File: config.mk
export PLATFORM = sky130hd
export DESIGN_NAME = sraw_unit
export DESIGN_NICKNAME = d
export VERILOG_FILES = /design/src/rtl/sraw_pkg.sv /design/src/rtl/sraw_shift_core.sv /design/src/rtl/sraw_carry_gen.sv /design/src/rtl/sraw_cond_gen.sv /design/src/rtl/sraw_unit.sv
export SDC_FILE = /design/constraint.sdc
export NUM_CORES = 1
export LEC_CHECK = 0
export BUFFER_PORTS_ARGS = -buffer_cell sky130_fd_sc_hd__buf_2
export CORE_AREA = 2 2 108 110
export CTS_CLUSTER_SIZE = 16
export DETAILED_ROUTE_END_ITERATION = 7
export DIE_AREA = 0 0 110 112
export GPL_ROUTABILITY_DRIVEN = 0
export GPL_TIMING_DRIVEN = 0
export PLACE_DENSITY = 0.82
export SLEW_MARGIN = 20
export SYNTH_ARGS = -nofsm -noshare
export SYNTH_HDL_FRONTEND = slang
export SYNTH_HIERARCHICAL = 1
export SYNTH_SLANG_ARGS = --single-unit
File: constraint.sdc
create_clock -name clk -period 3.1 [get_ports clk]
set_input_delay 0.155 -clock clk [delete_from_list [all_inputs] [get_ports clk]]
set_output_delay 0.155 -clock clk [all_outputs]
set_load 0.05 [all_outputs]
File: src/rtl/sraw_pkg.sv
package sraw_pkg;

  // Condition field layout, bit 3 down to bit 0.
  typedef struct packed {
    logic lt;
    logic gt;
    logic eq;
    logic so;
  } cond_t;

  localparam cond_t COND_NONE = '{lt: 1'b0, gt: 1'b0, eq: 1'b0, so: 1'b0};

  function automatic cond_t make_cond(input logic neg, input logic zero, input logic so);
    cond_t c;
    c.lt = neg;
    c.gt = !neg && !zero;
    c.eq = zero;
    c.so = so;
    return c;
  endfunction

endpackage

File: src/rtl/sraw_shift_core.sv
module sraw_shift_core #(
  parameter int XLEN  = 64,
  parameter int WLEN  = 32,
  parameter int CNT_W = 6
) (
  input  logic [WLEN-1:0]  word_in,
  input  logic [CNT_W-1:0] cnt,
  output logic             cnt_big,
  output logic [XLEN-1:0]  shifted
);
  localparam int SH_W = $clog2(WLEN);
  localparam int EXT_W = XLEN - WLEN;

  function automatic logic [WLEN-1:0] asr_word(input logic [WLEN-1:0] w, input logic [SH_W-1:0] n);
    return WLEN'($signed(w) >>> n);
  endfunction

  function automatic logic [XLEN-1:0] sext_word(input logic [WLEN-1:0] w);
    return {{EXT_W{w[WLEN-1]}}, w};
  endfunction

  logic [WLEN-1:0] in_range_w;
  logic [WLEN-1:0] sat_w;
  logic [WLEN-1:0] word_res;

  assign cnt_big    = (cnt >= CNT_W'(WLEN));
  assign in_range_w = asr_word(word_in, cnt[SH_W-1:0]);
  assign sat_w      = {WLEN{word_in[WLEN-1]}};
  assign word_res   = cnt_big ? sat_w : in_range_w;
  assign shifted    = sext_word(word_res);

endmodule

File: src/rtl/sraw_carry_gen.sv
module sraw_carry_gen #(
  parameter int WLEN  = 32,
  parameter int CNT_W = 6
) (
  input  logic [WLEN-1:0]  word_in,
  input  logic [CNT_W-1:0] cnt,
  input  logic             cnt_big,
  output logic             lost_ones,
  output logic             carry
);
  localparam int SH_W = $clog2(WLEN);

  // Mask of the n lowest bits, built from the count alone.
  function automatic logic [WLEN-1:0] low_mask(input logic [SH_W-1:0] n);
    return ~({WLEN{1'b1}} << n);
  endfunction

  logic [WLEN-1:0] mask_w;

  assign mask_w    = low_mask(cnt[SH_W-1:0]);
  assign lost_ones = cnt_big ? (|word_in) : (|(word_in & mask_w));
  assign carry     = word_in[WLEN-1] && (cnt_big || lost_ones);

endmodule

File: src/rtl/sraw_cond_gen.sv
module sraw_cond_gen
  import sraw_pkg::*;
#(
  parameter int XLEN = 64
) (
  input  logic [XLEN-1:0] res,
  input  logic            rec,
  input  logic            so,
  output cond_t           cond
);
  logic neg_w;
  logic zero_w;

  assign neg_w  = res[XLEN-1];
  assign zero_w = (res == '0);
  assign cond   = rec ? make_cond(neg_w, zero_w, so) : COND_NONE;

endmodule

File: src/rtl/sraw_unit.sv
module sraw_unit
  import sraw_pkg::*;
#(
  parameter int XLEN  = 64,
  parameter int WLEN  = 32,
  parameter int CNT_W = 6
) (
  input  logic            clk,
  input  logic            rst,
  input  logic            in_valid,
  input  logic [XLEN-1:0] src_val,
  input  logic [XLEN-1:0] amt_val,
  input  logic            rec_flag,
  input  logic            so_in,
  output logic            out_valid,
  output logic [XLEN-1:0] result,
  output logic            carry_out,
  output logic            cond_we,
  output logic [3:0]      cond_field
);
  localparam int EXT_W = XLEN - WLEN;

  logic [WLEN-1:0]  word_w;
  logic [CNT_W-1:0] cnt_w;
  logic             cnt_big_w;
  logic             lost_ones_w;
  logic             carry_w;
  logic [XLEN-1:0]  shifted_w;
  cond_t            cond_w;
  logic             unused_hi_w;

  assign word_w      = src_val[WLEN-1:0];
  assign cnt_w       = amt_val[CNT_W-1:0];
  assign unused_hi_w = ^{amt_val[XLEN-1:CNT_W], src_val[XLEN-1:WLEN]};

  sraw_shift_core #(.XLEN(XLEN), .WLEN(WLEN), .CNT_W(CNT_W)) u_shift (
    .word_in (word_w),
    .cnt     (cnt_w),
    .cnt_big (cnt_big_w),
    .shifted (shifted_w)
  );

  sraw_carry_gen #(.WLEN(WLEN), .CNT_W(CNT_W)) u_carry (
    .word_in   (word_w),
    .cnt       (cnt_w),
    .cnt_big   (cnt_big_w),
    .lost_ones (lost_ones_w),
    .carry     (carry_w)
  );

  sraw_cond_gen #(.XLEN(XLEN)) u_cond (
    .res  (shifted_w),
    .rec  (rec_flag),
    .so   (so_in),
    .cond (cond_w)
  );

  always_ff @(posedge clk) begin
    if (rst) begin
      out_valid  <= 1'b0;
      result     <= '0;
      carry_out  <= 1'b0;
      cond_we    <= 1'b0;
      cond_field <= '0;
    end else begin
      out_valid <= in_valid;
      if (in_valid) begin
        result     <= shifted_w;
        carry_out  <= carry_w;
        cond_we    <= rec_flag;
        cond_field <= cond_w;
      end
    end
  end

  // upper half mirrors the word sign
  p_upper_sext_r3: assert property (@(posedge clk) disable iff (rst)
    out_valid |-> (result[XLEN-1:WLEN] == {EXT_W{result[WLEN-1]}}));

  // saturating counts fill with the source sign
  p_sat_fill_r4: assert property (@(posedge clk) disable iff (rst)
    (in_valid && cnt_big_w) |=> (result == {XLEN{$past(src_val[WLEN-1])}})
                                 && (carry_out == $past(src_val[WLEN-1])));

  // carry only from a negative word that lost a one bit
  p_carry_cause_r5: assert property (@(posedge clk) disable iff (rst)
    (in_valid && !cnt_big_w && !lost_ones_w) |=> !carry_out);

  // zero count never yields carry
  p_zero_cnt_r6: assert property (@(posedge clk) disable iff (rst)
    (in_valid && cnt_w == '0) |=> (!carry_out && result[WLEN-1:0] == $past(src_val[WLEN-1:0])));

  // exactly one compare bit when recording
  p_cond_onehot_r8: assert property (@(posedge clk) disable iff (rst)
    (out_valid && cond_we) |-> ($countones(cond_field[3:1]) == 1));

  // no record, no condition bits
  p_cond_off_r9: assert property (@(posedge clk) disable iff (rst)
    (out_valid && !cond_we) |-> (cond_field == 4'b0000));

  // one-cycle strobe and hold
  p_latency_r10: assert property (@(posedge clk) disable iff (rst)
    in_valid |=> out_valid);
  p_hold_r10: assert property (@(posedge clk) disable iff (rst)
    !in_valid |=> (!out_valid && $stable(result) && $stable(carry_out)));

endmodule

==> reports/metrics.yaml <==
placed_design:
  port-buffer-count: 109
  dpl_cell_area_um2: 6090
  hpwl_mm: 11.8
  pre_cts_slack_ns: -0.356
  placed_cells: 812
critical_path:
  cpLargestDelayFamily: "multiplexers"
  worst_setup_path_start_kind: "primary input"
  crit_path_cell_trace: "buf_2 > buf_4 > clkbuf_4 > mux4_2 > mux2_2 > mux2i_1 > o221ai_1 > nor4_2 > nand4_1 > nor4_4 > nor3b_1 > mux2i_1 > nor2_1"
  setup.worst_path.class: "primary input to flip-flop"
  crit-reg2reg-capture: "result[42]"
  endpoint_type_of_the_worst_setup_path: "flip-flop"
  max_stage_delay_ns: 0.38
  critPathArrivalTime_ns: 3.13
  worst_case_register_to_register_setup_slack_ns: 2.43
  timing.critical_path.slowest_stage_cell: "sky130_fd_sc_hd__nor4_4"
  timing.critical_path.buf_inv: 3
  worstRegToRegCells: 2
  crit_path_max_fanout: 10
  cp.required_ns: 3.32
  crit_path_start: "amt_val[1]"
  regToRegStartpoint: "result[42]"
  critical_path.most_common_cell: "sky130_fd_sc_hd__mux2i_1"
cts:
  cts_hold_repair.buffers: 0
  cts_inserted_buffers: 9
  clk_path_buf_depth: 2
  tritoncts: "done"
  clk_pin_slew_ns: 0.05
  clock_latency_late_sink_ns: 0.33
  clock_sinks: 71
  post_cts_buffers: 0
  clock_tree.htree_level_count: 3
  root_buffer: "sky130_fd_sc_hd__clkbuf_16"
min_path:
  min_path_cells: 3
  timing.hold.worst.class: "primary input to flip-flop"
  min_to: "cond_we"
  holdCritStartpoint: "rec_flag"
sta:
  final_hold_viol_count: 0
  postLayoutSetupSlackWorst_ns: 0.182
  max_freq_mhz: 343
  report.final.slew_viol_count: 0
  final.setup_skew_ns: 0
  timing.final.crit_share: 0.941
  worstMarginPinSlew_ns: 0.784
  final-setup-viol-count: 0
  holdWs_ns: 0.127
  relSlewSlack: 0.477
  final.min_clock_period_ns: 2.92
floorplan:
  floorplan.rows: 39
  initial_core_util: 0.480
  pin_count: 204
  core-area_um2: 11200
  floorplan.die.height_um: 112
  fp.dieArea_um2: 12300
  die_w_um: 110
detailed_routing:
  route.antenna.remaining_nets: 0
  num_vias: 5044
  postRouteWirelength_mm: 15.6
  dr.pass1.iters: 6
  vias_per_cell: 6.10
  drtIter0Drc: 601
  wire_per_inst_um: 18.9
  remaining_drc_errors: 0
pwr:
  vdd_ir_drop_max_mv: 0.355
  power.density_cell_area_nw_per_um2: 460
  total_leakage_power_nw: 2.94
finish:
  post_route_non_filler_standard_cell_count: 827
  postLayoutCellArea_um2: 6390
  mostFrequentLayoutCells: "114 x sky130_fd_sc_hd__buf_2, 91 x sky130_fd_sc_hd__nor2_1, 88 x sky130_fd_sc_hd__mux2i_1"
  postLayoutCoreUtil: 0.572
  post_route_cells_drive_above_1_share: 0.323
  syn2layout_area_growth_pct: 19.1
  layout_net_count: 812
  insertedDiodeCount: 0
  layout.cells.most_common: "sky130_fd_sc_hd__buf_2"
global_routing:
  grt_usage: 0.251
  wire_length_of_the_first_global_routing_pass_mm: 24.5
  grt_max_degree: 36
  grt_antenna_before_repair: 0
  first_global_vias: 4794
  grt_overflow: 0
run:
  maxCapViolCount: 0
yosys:
  avgSynthCellArea_um2: 9.58
  synth.net_count: 693
  yosysWarningCount: 6
  synth.cell_area_um2: 5360
  post_synthesis_instance_total: 560
outcome:
  outcome: "finished clean"
==> power breakdown <==
group | internal (mW) | switching [mW] | leakage [nW] | total, mW
logic | 0.336 | 0.599 | 2.21 | 0.935
registers | 0.973 | 0.0323 | 0.586 | 1.01
clock network | 0.628 | 0.370 | 0.145 | 0.997
==> flip-flops by register name (all words and copies together) (netlist names) <==
register / cells
out_valid: 1
result: 64
cond_we: 1
carry_out: 1
cond_field: 4
==> cell type report <==
cell class	instances	area, µm²
fillers	973	4790
flip-flops and latches	71	1420
multi-input cells	403	3350
clock buffers	14	284
well taps	143	179
repair buffers	109	546
plain buffers	78	568
clock inverters	2	12.5
inverters	7	26.3
==> what timing repair did <==
action	4_1_cts	5_1_grt
setup endpoints to repair	2	2
resized for setup	1	4
pin swaps	0	1
hold endpoints to repair	0	0
==> tightest hold or removal path: stages <==
cell                      delay (ns)
sky130_fd_sc_hd__buf_2          0.11
sky130_fd_sc_hd__mux2i_1        0.07
sky130_fd_sc_hd__nor2_1         0.09
==> per-stage QoR <==
stage               setup TNS, ns  power, mW
floorplan                       0       1.69
global placement           -0.637       1.91
detailed placement         -0.688       1.94
CTS                             0       2.93
global route            -0.000734       3.04
finish                          0       2.94
==> per-layer routing <==
metal,GRT usage,part of all wire
met3,0.0386,0.087
met1,0.333,0.41
met4,0.0954,0.031
met2,0.407,0.47
met5,0,0
==> worst max-delay path by stage <==
| stage | cells after the start | slack, ns | end |
|---|---|---|---|
| after global placement | 12 | -0.33 | cond_field[2] |
| final | 13 | 0.18 | cond_field[2] |
| after floorplan | 12 | 0.51 | cond_field[1] |
| after detailed placement | 12 | -0.36 | cond_field[2] |
| after CTS | 12 | 0.006 | cond_field[2] |
| after global routing | 13 | -0.0007 | cond_field[2] |
(Power assumes the default switching activity.)
